===== config.mk =====
export PLATFORM = sky130hd
export DESIGN_NAME = freq_scaled_counter
export DESIGN_NICKNAME = d
export VERILOG_FILES = /design/src/rtl/fsc_pkg.sv /design/src/rtl/fsc_table.sv /design/src/rtl/fsc_ctrl.sv /design/src/rtl/fsc_datapath.sv /design/src/rtl/freq_scaled_counter.sv
export SDC_FILE = /design/constraint.sdc
export NUM_CORES = 1
export LEC_CHECK = 0
export BUFFER_PORTS_ARGS = -buffer_cell sky130_fd_sc_hd__buf_2
export CORE_MARGIN = 2
export CORE_UTILIZATION = 60
export DETAILED_ROUTE_END_ITERATION = 7
export GPL_TIMING_DRIVEN = 0
export HOLD_SLACK_MARGIN = 0.15
export PLACE_DENSITY = 0.76
export SYNTH_ARGS = -nofsm -noshare
export SYNTH_HDL_FRONTEND = slang
export SYNTH_SLANG_ARGS = --single-unit

===== constraint.sdc =====
create_clock -name clk -period 8.92 [get_ports clk]
set_input_delay 1.784 -clock clk [delete_from_list [all_inputs] [get_ports clk]]
set_output_delay 1.784 -clock clk [all_outputs]
set_load 0.05 [all_outputs]

===== src/rtl/fsc_pkg.sv =====
package fsc_pkg;
  localparam int SHIFT_W = 5;
  localparam int COUNT_W = 64;
  localparam int WORD_W  = 32;

  typedef struct packed {
    logic               tick;
    logic [SHIFT_W-1:0] incShift;
  } fsc_strobe_t;
endpackage


===== src/rtl/fsc_table.sv =====
module fsc_table #(
  parameter int          ENTRIES    = 8,
  parameter int          INIT_MODES = 4,
  parameter logic [31:0] BASE_FREQ  = 32'd100_000_000,
  parameter bit          WRITABLE   = 1'b1,
  parameter int          ADDR_W     = 12,
  parameter int          TABLE_BASE = 32
) (
  input  logic              clk,
  input  logic              rstN,
  input  logic              cfgWrEn,
  input  logic [ADDR_W-1:0] cfgAddr,
  input  logic [31:0]       cfgWrData,
  output logic [31:0]       cfgRdData,
  output logic [31:0]       tableVals [ENTRIES]
);
  localparam int IDX_W = $clog2(ENTRIES);

  function automatic logic [31:0] initVal(int i);
    return (i < INIT_MODES) ? (BASE_FREQ >> i) : 32'd0;
  endfunction

  logic [ADDR_W-1:0] offset;
  logic              hit;
  logic [IDX_W-1:0]  entryIdx;
  logic              wrEff;

  assign offset   = cfgAddr - ADDR_W'(TABLE_BASE);
  assign hit      = (cfgAddr >= ADDR_W'(TABLE_BASE)) && (offset[1:0] == 2'b00) &&
                    ((offset >> 2) < ADDR_W'(ENTRIES));
  assign entryIdx = offset[IDX_W+1:2];
  assign wrEff    = cfgWrEn && WRITABLE && hit;

  for (genvar i = 0; i < ENTRIES; i++) begin : g_entry
    always_ff @(posedge clk or negedge rstN) begin
      if (!rstN)                                     tableVals[i] <= initVal(i);
      else if (wrEff && (entryIdx == IDX_W'(i)))     tableVals[i] <= cfgWrData;
    end
  end

  assign cfgRdData = hit ? tableVals[entryIdx] : 32'd0;
endmodule


===== src/rtl/fsc_ctrl.sv =====
module fsc_ctrl
  import fsc_pkg::*;
#(
  parameter int ENTRIES = 8,
  localparam int IDX_W  = $clog2(ENTRIES)
) (
  input  logic             clk,
  input  logic             rstN,
  input  logic             countEn,
  input  logic             modeReq,
  input  logic [IDX_W-1:0] modeIdx,
  input  logic [31:0]      tableVals [ENTRIES],
  output logic [IDX_W-1:0] activeMode,
  output fsc_strobe_t      strobe
);
  logic [SHIFT_W-1:0] activeShift, pendShift, reqShift;
  logic [IDX_W-1:0]   pendIdx;
  logic               pendValid;
  logic [31:0]        presc, prescMask, selFreq;
  logic [IDX_W:0]     firstZero;
  logic               divisorOk, accept, tick;

  // Locate the terminator and the shift that maps the requested entry onto the base.
  always_comb begin
    firstZero = (IDX_W+1)'(ENTRIES);
    for (int i = ENTRIES - 1; i >= 0; i--)
      if (tableVals[i] == 32'd0) firstZero = (IDX_W+1)'(i);
    selFreq = tableVals[modeIdx];
    divisorOk = 1'b0;
    reqShift  = '0;
    for (int k = 31; k >= 0; k--)
      if (({32'd0, selFreq} << k) == {32'd0, tableVals[0]}) begin
        divisorOk = 1'b1;
        reqShift  = SHIFT_W'(k);
      end
  end

  assign accept    = modeReq && ({1'b0, modeIdx} < firstZero) && divisorOk;
  assign prescMask = 32'((64'd1 << activeShift) - 64'd1);
  assign tick      = countEn && (presc == prescMask);

  always_ff @(posedge clk or negedge rstN) begin
    if (!rstN) begin
      presc       <= '0;
      activeShift <= '0;
      activeMode  <= '0;
      pendValid   <= 1'b0;
      pendShift   <= '0;
      pendIdx     <= '0;
    end else begin
      if (tick) begin
        presc <= '0;
        if (pendValid) begin
          activeShift <= pendShift;
          activeMode  <= pendIdx;
          pendValid   <= 1'b0;
        end
      end else if (countEn) begin
        presc <= presc + 32'd1;
      end
      if (accept) begin
        pendValid <= 1'b1;
        pendShift <= reqShift;
        pendIdx   <= modeIdx;
      end
    end
  end

  assign strobe.tick     = tick;
  assign strobe.incShift = activeShift;
endmodule


===== src/rtl/fsc_datapath.sv =====
module fsc_datapath
  import fsc_pkg::*;
(
  input  logic               clk,
  input  logic               rstN,
  input  fsc_strobe_t        strobe,
  output logic [COUNT_W-1:0] count
);
  always_ff @(posedge clk or negedge rstN) begin
    if (!rstN)            count <= '0;
    else if (strobe.tick) count <= count + (COUNT_W'(1) << strobe.incShift);
  end
endmodule


===== src/rtl/freq_scaled_counter.sv =====
module freq_scaled_counter
  import fsc_pkg::*;
#(
  parameter int          ENTRIES    = 8,
  parameter int          INIT_MODES = 4,
  parameter logic [31:0] BASE_FREQ  = 32'd100_000_000,
  parameter bit          WRITABLE   = 1'b1,
  parameter int          ADDR_W     = 12,
  localparam int         IDX_W      = $clog2(ENTRIES)
) (
  input  logic               clk,
  input  logic               rstN,
  input  logic               cfgWrEn,
  input  logic [ADDR_W-1:0]  cfgAddr,
  input  logic [31:0]        cfgWrData,
  output logic [31:0]        cfgRdData,
  input  logic               countEn,
  input  logic               modeReq,
  input  logic [IDX_W-1:0]   modeIdx,
  output logic [COUNT_W-1:0] count,
  output logic [IDX_W-1:0]   activeMode
);
  logic [31:0] tableVals [ENTRIES];
  fsc_strobe_t strobe;

  fsc_table #(
    .ENTRIES(ENTRIES), .INIT_MODES(INIT_MODES), .BASE_FREQ(BASE_FREQ),
    .WRITABLE(WRITABLE), .ADDR_W(ADDR_W), .TABLE_BASE(32)
  ) table_i (
    .clk(clk), .rstN(rstN), .cfgWrEn(cfgWrEn), .cfgAddr(cfgAddr),
    .cfgWrData(cfgWrData), .cfgRdData(cfgRdData), .tableVals(tableVals)
  );

  fsc_ctrl #(.ENTRIES(ENTRIES)) ctrl_i (
    .clk(clk), .rstN(rstN), .countEn(countEn), .modeReq(modeReq),
    .modeIdx(modeIdx), .tableVals(tableVals), .activeMode(activeMode),
    .strobe(strobe)
  );

  fsc_datapath datapath_i (
    .clk(clk), .rstN(rstN), .strobe(strobe), .count(count)
  );
endmodule


[Word level (Yosys, flattened, before mapping)]
Index checks and enable logic that the tools add are counted.
Operators by class
  $add $sub $neg: 4
  multipliers: 0
  divide/modulo/power cells: 0
  order comparisons: 5
  equality and inequality tests: 40
  shift operators: 1
  mux-type cells: 83
  bitwise gates (word level): 2
  reduce and logical (&&, ||, !) cells: 27
Operators by type and width (count)
  $logic_not 32->1: 8
  $mux 32: 7
  $bmux 32 s3: 2
  $mux 5: 32
  $add 64x64->64: 1
  $eq 32x32->1: 2
  $shl 1x5->64 const A: 1
  $eq 63x32->1: 1
  $eq 62x32->1: 1
  $eq 61x32->1: 1
  $eq 60x32->1: 1
  $eq 59x32->1: 1
  $eq 58x32->1: 1
  $eq 57x32->1: 1
  $eq 56x32->1: 1
  $eq 55x32->1: 1
  $eq 54x32->1: 1
  $eq 53x32->1: 1
  $eq 52x32->1: 1
  $eq 51x32->1: 1
  $eq 50x32->1: 1
  $eq 49x32->1: 1
  $eq 48x32->1: 1
  $eq 47x32->1: 1
  other kinds (32): 92
Storage, ports and cells
  flip-flop bits (word level): 369
  bits in latches: 0
  bits in writable memories: 0
  ROM bits: 0
  input port bits: 52
  logic and storage cells: 177
  memories kept: 0

[Longest topological paths before layout]
  depth in word-level cells: 39
  mapped depth: 22
  depth with buffers taken out: 19

[Cells and area by module]
A second synthesis with hierarchy kept.
Unflattened totals
  cell total of the unflattened synthesis: 3075
  area total of the unflattened synthesis: 30618.1 um^2
By module, submodules not included
  fsc_ctrl: instances 1, cells each 1842, area an instance 14024.7 um^2, seq. area each 1226.2 um^2
  fsc_table: instances 1, cells each 713, area an instance 11935.2 um^2, seq. area each 6466.2 um^2
  fsc_datapath: instances 1, cells each 520, area an instance 4658.2 um^2, seq. area each 1601.5 um^2

[Worst setup path before layout]
OpenSTA, ideal clock, no wires.
  path kind: input port to output port
  start: in cfgAddr[2]
  end: out cfgRdData[10]
  arrival time: 3.754 ns
  data required time: 7.136 ns
  path slack: 3.382 ns
  cell stages on the path: 5
  buffers on the path: 2
  cells stage by stage: clkbuf_1 -> buf_1 -> mux4_2 -> mux2i_1 -> nor2_1
On the way
  cells in the longest elaborated chain, start to end: 6
  elaborated cells between the ends (all ways): 10
  classes of those cells: add/sub: 1; order compare: 2; mux: 4; bitwise: 1; reduce/logical: 2
Ends and longest elaborated chain
  from (decl): RTL line freq_scaled_counter.sv:14  | input logic [ADDR_W-1:0] cfgAddr,
  parallel branches: the longest is 5 deep, another holds $sub 12x6->12
  $mux 32 *: RTL line fsc_table.sv:41  | assign cfgRdData = hit ? tableVals[entryIdx] : 32'd0;
  to (decl): RTL line freq_scaled_counter.sv:16  | output logic [31:0] cfgRdData,
Mark *: on every way between the ends. The select of a mux whose other input is x is not followed.

[Final worst setup path]
  start: reg ctrl_i.activeShift[1]
  end: reg datapath_i.count[51]
On the way
  cells in the longest elaborated chain, start to end: 4
  elaborated cells between the ends (all ways): 5
  classes of those cells: add/sub: 2; eq/ne: 1; shift: 1; reduce/logical: 1
Ends and longest elaborated chain
  from (decl): RTL line fsc_ctrl.sv:16  | logic [SHIFT_W-1:0] activeShift, pendShift, reqShift;
  from (signal assigned): RTL line fsc_ctrl.sv:54  | activeShift <= pendShift;
  $shl 1x5->64 *: RTL line fsc_datapath.sv:11  | else if (strobe.tick) count <= count + (COUNT_W'(1) << strobe.incShift);
  $sub 32x1->32: RTL line fsc_ctrl.sv:39  | assign prescMask = 32'((64'd1 << activeShift) - 64'd1);
  $eq 32x32->1: RTL line fsc_ctrl.sv:40  | assign tick = countEn && (presc == prescMask);
  $logic_and 1x1->1: RTL line fsc_ctrl.sv:40
  to (signal assigned): RTL line fsc_datapath.sv:11
  to (decl): RTL line fsc_datapath.sv:7  | output logic [COUNT_W-1:0] count
Mark *: on every way between the ends. The rest lies on a longest branch, timed or not.
A chain may end at the register's enable or synchronous reset.

==> impl_metrics.csv <==
group,metric,value,unit
status,status,"complete, but fails checks",
status,violations,"max-capacitance violations, max-slew violations",
synthesis,syn_avg_cell_area,9.92,um2
floorplanning,pin_count,151,
global_route,grt_pass1_vias,26900,
critical_path,cpPeakStageDelay,0.95,ns
clock_network,h-tree-depth,2,
timing,tightestPinTransition,1.51,ns
synthesis,yosys_warnings,0,
final_layout,area.growth.synth_to_final,10.5,%
critical_path,cp_top_family,"simple AND/OR/NAND/NOR gates",
timing,final_max_slew_viol_count,11,
final_layout,drive_gt1_frac,0.233,
timing,rsz0062_at_grt,"false",
hold_path,hp-class,"flop to flop",
final_layout,n_fill_cell,3919,
clock_network,numCtsBuffers,42,
detailed_routing,vias,27500,
job,drv_cap,1,
floorplanning,initial_core_util,0.606,
clock_network,hold_buffers,0,
synthesis,async_flop_share,1.00,
critical_path,start_kind,"flop",
detailed_routing,ant_nets,0,
synthesis,ys_types,102,
global_route,grt_max_degree,125,
pwr,finalPower,4420,uW
floorplanning,core_region_area,48800,um2
detailed_routing,vias_per_cell,7.08,
synthesis,syn_nets,3073,
timing,clock.fmax,0.148,GHz
clock_network,clock_sinks,369,
synthesis,ys.flop_type,"dfrtp_1",
detailed_routing,drc_errors,0,
critical_path,slowest_stage,"nor4b_2",
clock_network,postCtsSetupBuffers,0,
timing,fin_crit_sh,0.759,
timing,finalClockSkew,0.0420,ns
final_layout,final_core_util,0.669,
detailed_routing,routedWlPerCell,31.4,um
clock_network,cts_tree,"done",
floorplanning,die_width,226,um
critical_path,cp.arrival,7.27,ns
timing,final-hold-violation-count,0,
floorplanning,die_area,51100,um2
detailed_routing,drtPass1Iterations,8,
detailed_routing,drtIter0Drc,4135,
pwr,p_leak,0.0142,uW
global_route,grt.overflow.total,0,
timing,finalSetupViolations,0,
synthesis,synthesis.instances,2983,
global_route,globalRouteTotalUtil,0.473,
critical_path,cpMostUsedCell,"clkbuf_1",
timing,slew_headroom,-0.00448,
clock_network,cts.path.max_buffers,3,
floorplanning,chipHeight,226,um
synthesis,yosysSeqAreaShare,0.314,
global_route,antenna_found_initial,5,
floorplanning,rows,81,
clock_network,clk_latency,0.61,ns
detailed_routing,drt_wl_total,122,mm
critical_path,critPathCaptureType,"flop",
global_route,grt_pass1_wl,177,mm
clock_network,clk_pin_slew,0.06,ns
critical_path,critPathRequiredTime,9.42,ns
critical_path,worst-path-buf-inv,6,
placement,place.gp.congestion,1.07,
clock_network,cts_resized,0,
critical_path,crit_chain,"clkbuf_1 > buf_1 > nand2b_1 > clkbuf_1 > or2_2 > ha_1 > buf_1 > clkbuf_1 > nand2_1 > o22ai_1 > xor2_1 > nor4_1 > nand4_1 > nor4b_2 > nand3_1 > nor4_2 > clkbuf_1 > nand2_1 > xnor2_1",
final_layout,fin_nets,3267,
synthesis,synth-seq-cells,369,
placement,hpwl,89.4,mm
placement,numPortBuffers,146,
critical_path,path_max_fanout,10,
synthesis,synth_edf_count,0,
pwr,ir_drop,0.202,mV
clock_network,cts.root.buffer_cell,"clkbuf_16",
critical_path,critPathKind,"flop to flop",
pwr,power_density,135,nW/um2
timing,min_period,6.77,ns
synthesis,synth_area,29600,um2
-- cell families (layout without fill, tap and decap cells) --
kind of cell / after synthesis / after routing / synth area share
buffers and inverters: 282 / 508 / 0.0491
and+or+nand+nor: 855 / 855 / 0.155
muxes: 480 / 480 / 0.204
adders and majority gates: 38 / 38 / 0.0163
xor gates and xnor gates: 614 / 614 / 0.182
other: 0 / 3 / 0
DFF: 369 / 369 / 0.314
AOI/OAI and AO/OA: 345 / 345 / 0.0796
-- metal layers --
metal  track usage  wire length, um  up-vias
met5             0               63        -
met4         0.288             8960       10
met3         0.155            16700      660
met2         0.693            51100     2287
met1         0.607            44700    13300
li1              -                -    11200
-- flip-flops by register name, indices dropped and copies added, names as in the netlist --
register            count
ctrl_i.presc           32
ctrl_i.pendShift        5
ctrl_i.pendValid        1
ctrl_i.activeMode       3
datapath_i.count       64
table_i.tableVals     256
ctrl_i.pendIdx          3
ctrl_i.activeShift      5
-- stage by stage --
step | hold WS [ns] | setup WS (ns) | cell area, um2 | setup TNS, ns | instances
after global placement | 0.457 | -1.00 | 31200 | -305.83 | 3793
after floorplan | 0.444 | 3.38 | 29600 | 0 | 2983
after CTS | 0.478 | 2.28 | 32700 | 0 | 3873
after detailed placement | 0.466 | 2.30 | 31300 | 0 | 3797
after global routing | 0.487 | 1.59 | 32700 | 0 | 3873
final | 0.480 | 2.15 | 32700 | 0 | 3876
-- worst reg2reg max path: cells and delay by family (launching register included) --
family	cells	cell delay, ns
AOI/OAI and AO/OA	1	0.22
DFF	1	0.36
xor gates and xnor gates	2	0.33
and+or+nand+nor	9	3.12
adders and majority gates	1	0.23
buffers and inverters	6	2.43
-- cells in the mapped netlist (all sizes together), types with 16 or more instances --
| library cell | n | area share |
|---|---|---|
| nand3 | 72 | 0.012 |
| or3 | 16 | 0.0037 |
| dfstp | 48 | 0.043 |
| mux2 | 263 | 0.10 |
| xnor2 | 479 | 0.14 |
| nand4 | 91 | 0.019 |
| nor4 | 148 | 0.031 |
| mux4 | 72 | 0.055 |
| inv | 43 | 0.0055 |
| o21ai | 90 | 0.015 |
| xor2 | 135 | 0.040 |
| nor2 | 185 | 0.025 |
| a21oi | 71 | 0.012 |
| nor3 | 64 | 0.011 |
| ha | 37 | 0.016 |
| clkbuf | 114 | 0.014 |
| dfrtp | 321 | 0.27 |
| and3 | 32 | 0.0068 |
| nand2 | 154 | 0.022 |
| a22oi | 52 | 0.015 |
| buf | 123 | 0.029 |
| a22o | 16 | 0.0047 |
| mux2i | 145 | 0.049 |
| a21o | 24 | 0.0061 |
-- final timing paths --
kind / endpoint / start / slack, ns / cells after the start
hold reg to reg: datapath_i.count[63] / datapath_i.count[63] / 0.48 / 1
max in group asynchronous: table_i.tableVals[13] / rstN / 6.33 / 3
hold / removal: datapath_i.count[63] / datapath_i.count[63] / 0.48 / 1
setup / recovery: datapath_i.count[51] / ctrl_i.activeShift[1] / 2.15 / 19
setup reg to reg: datapath_i.count[51] / ctrl_i.activeShift[1] / 2.15 / 19
min in group asynchronous: table_i.tableVals[228] / rstN / 1.16 / 1
-- report_power, final --
part,switching [uW],leakage (uW),internal [uW]
Clock,758,0.000701,1030
Sequential,30.1,0.00493,1700
Combinational,593,0.00858,306
Total,1380,0.0142,3040
-- layout by cell type, fill, tap and decap left out, drive strengths merged, types with 7 or more instances in the layout --
cell | synthesis | final
o31ai | 7 | 7
xor2 | 135 | 135
nor2 | 185 | 185
nand3 | 72 | 72
clkinv | 2 | 16
a22oi | 52 | 52
ha | 37 | 37
mux2 | 263 | 263
nor4 | 148 | 148
dfstp | 48 | 48
or4 | 12 | 12
a21o | 24 | 24
a22o | 16 | 16
o22ai | 9 | 9
and4 | 7 | 7
nor3 | 64 | 64
or3 | 16 | 16
a21oi | 71 | 71
and2 | 7 | 7
mux4 | 72 | 72
mux2i | 145 | 145
buf | 123 | 273
nor4b | 7 | 7
xnor2 | 479 | 479
and3 | 32 | 32
nand2 | 154 | 154
nand2b | 15 | 15
dfrtp | 321 | 321
nand4 | 91 | 91
a211oi | 10 | 10
clkbuf | 114 | 172
inv | 43 | 44
or2 | 13 | 13
nor2b | 9 | 9
o21ai | 90 | 90
-- final cells by class --
cell class | count | area, um2 | area share
Multi-Input combinational cell | 2332 | 18900 | 0.577
Clock inverter | 18 | 226 | 0.00693
Sequential cell | 369 | 9290 | 0.284
Antenna cell | 3 | 7.51 | 0.000230
Tap cell | 664 | 831 | 0.0254
Clock buffer | 58 | 1190 | 0.0365
Inverter | 45 | 169 | 0.00517
Timing Repair Buffer | 150 | 831 | 0.0254
Buffer | 237 | 1280 | 0.0393
(Power assumes the default switching activity.)
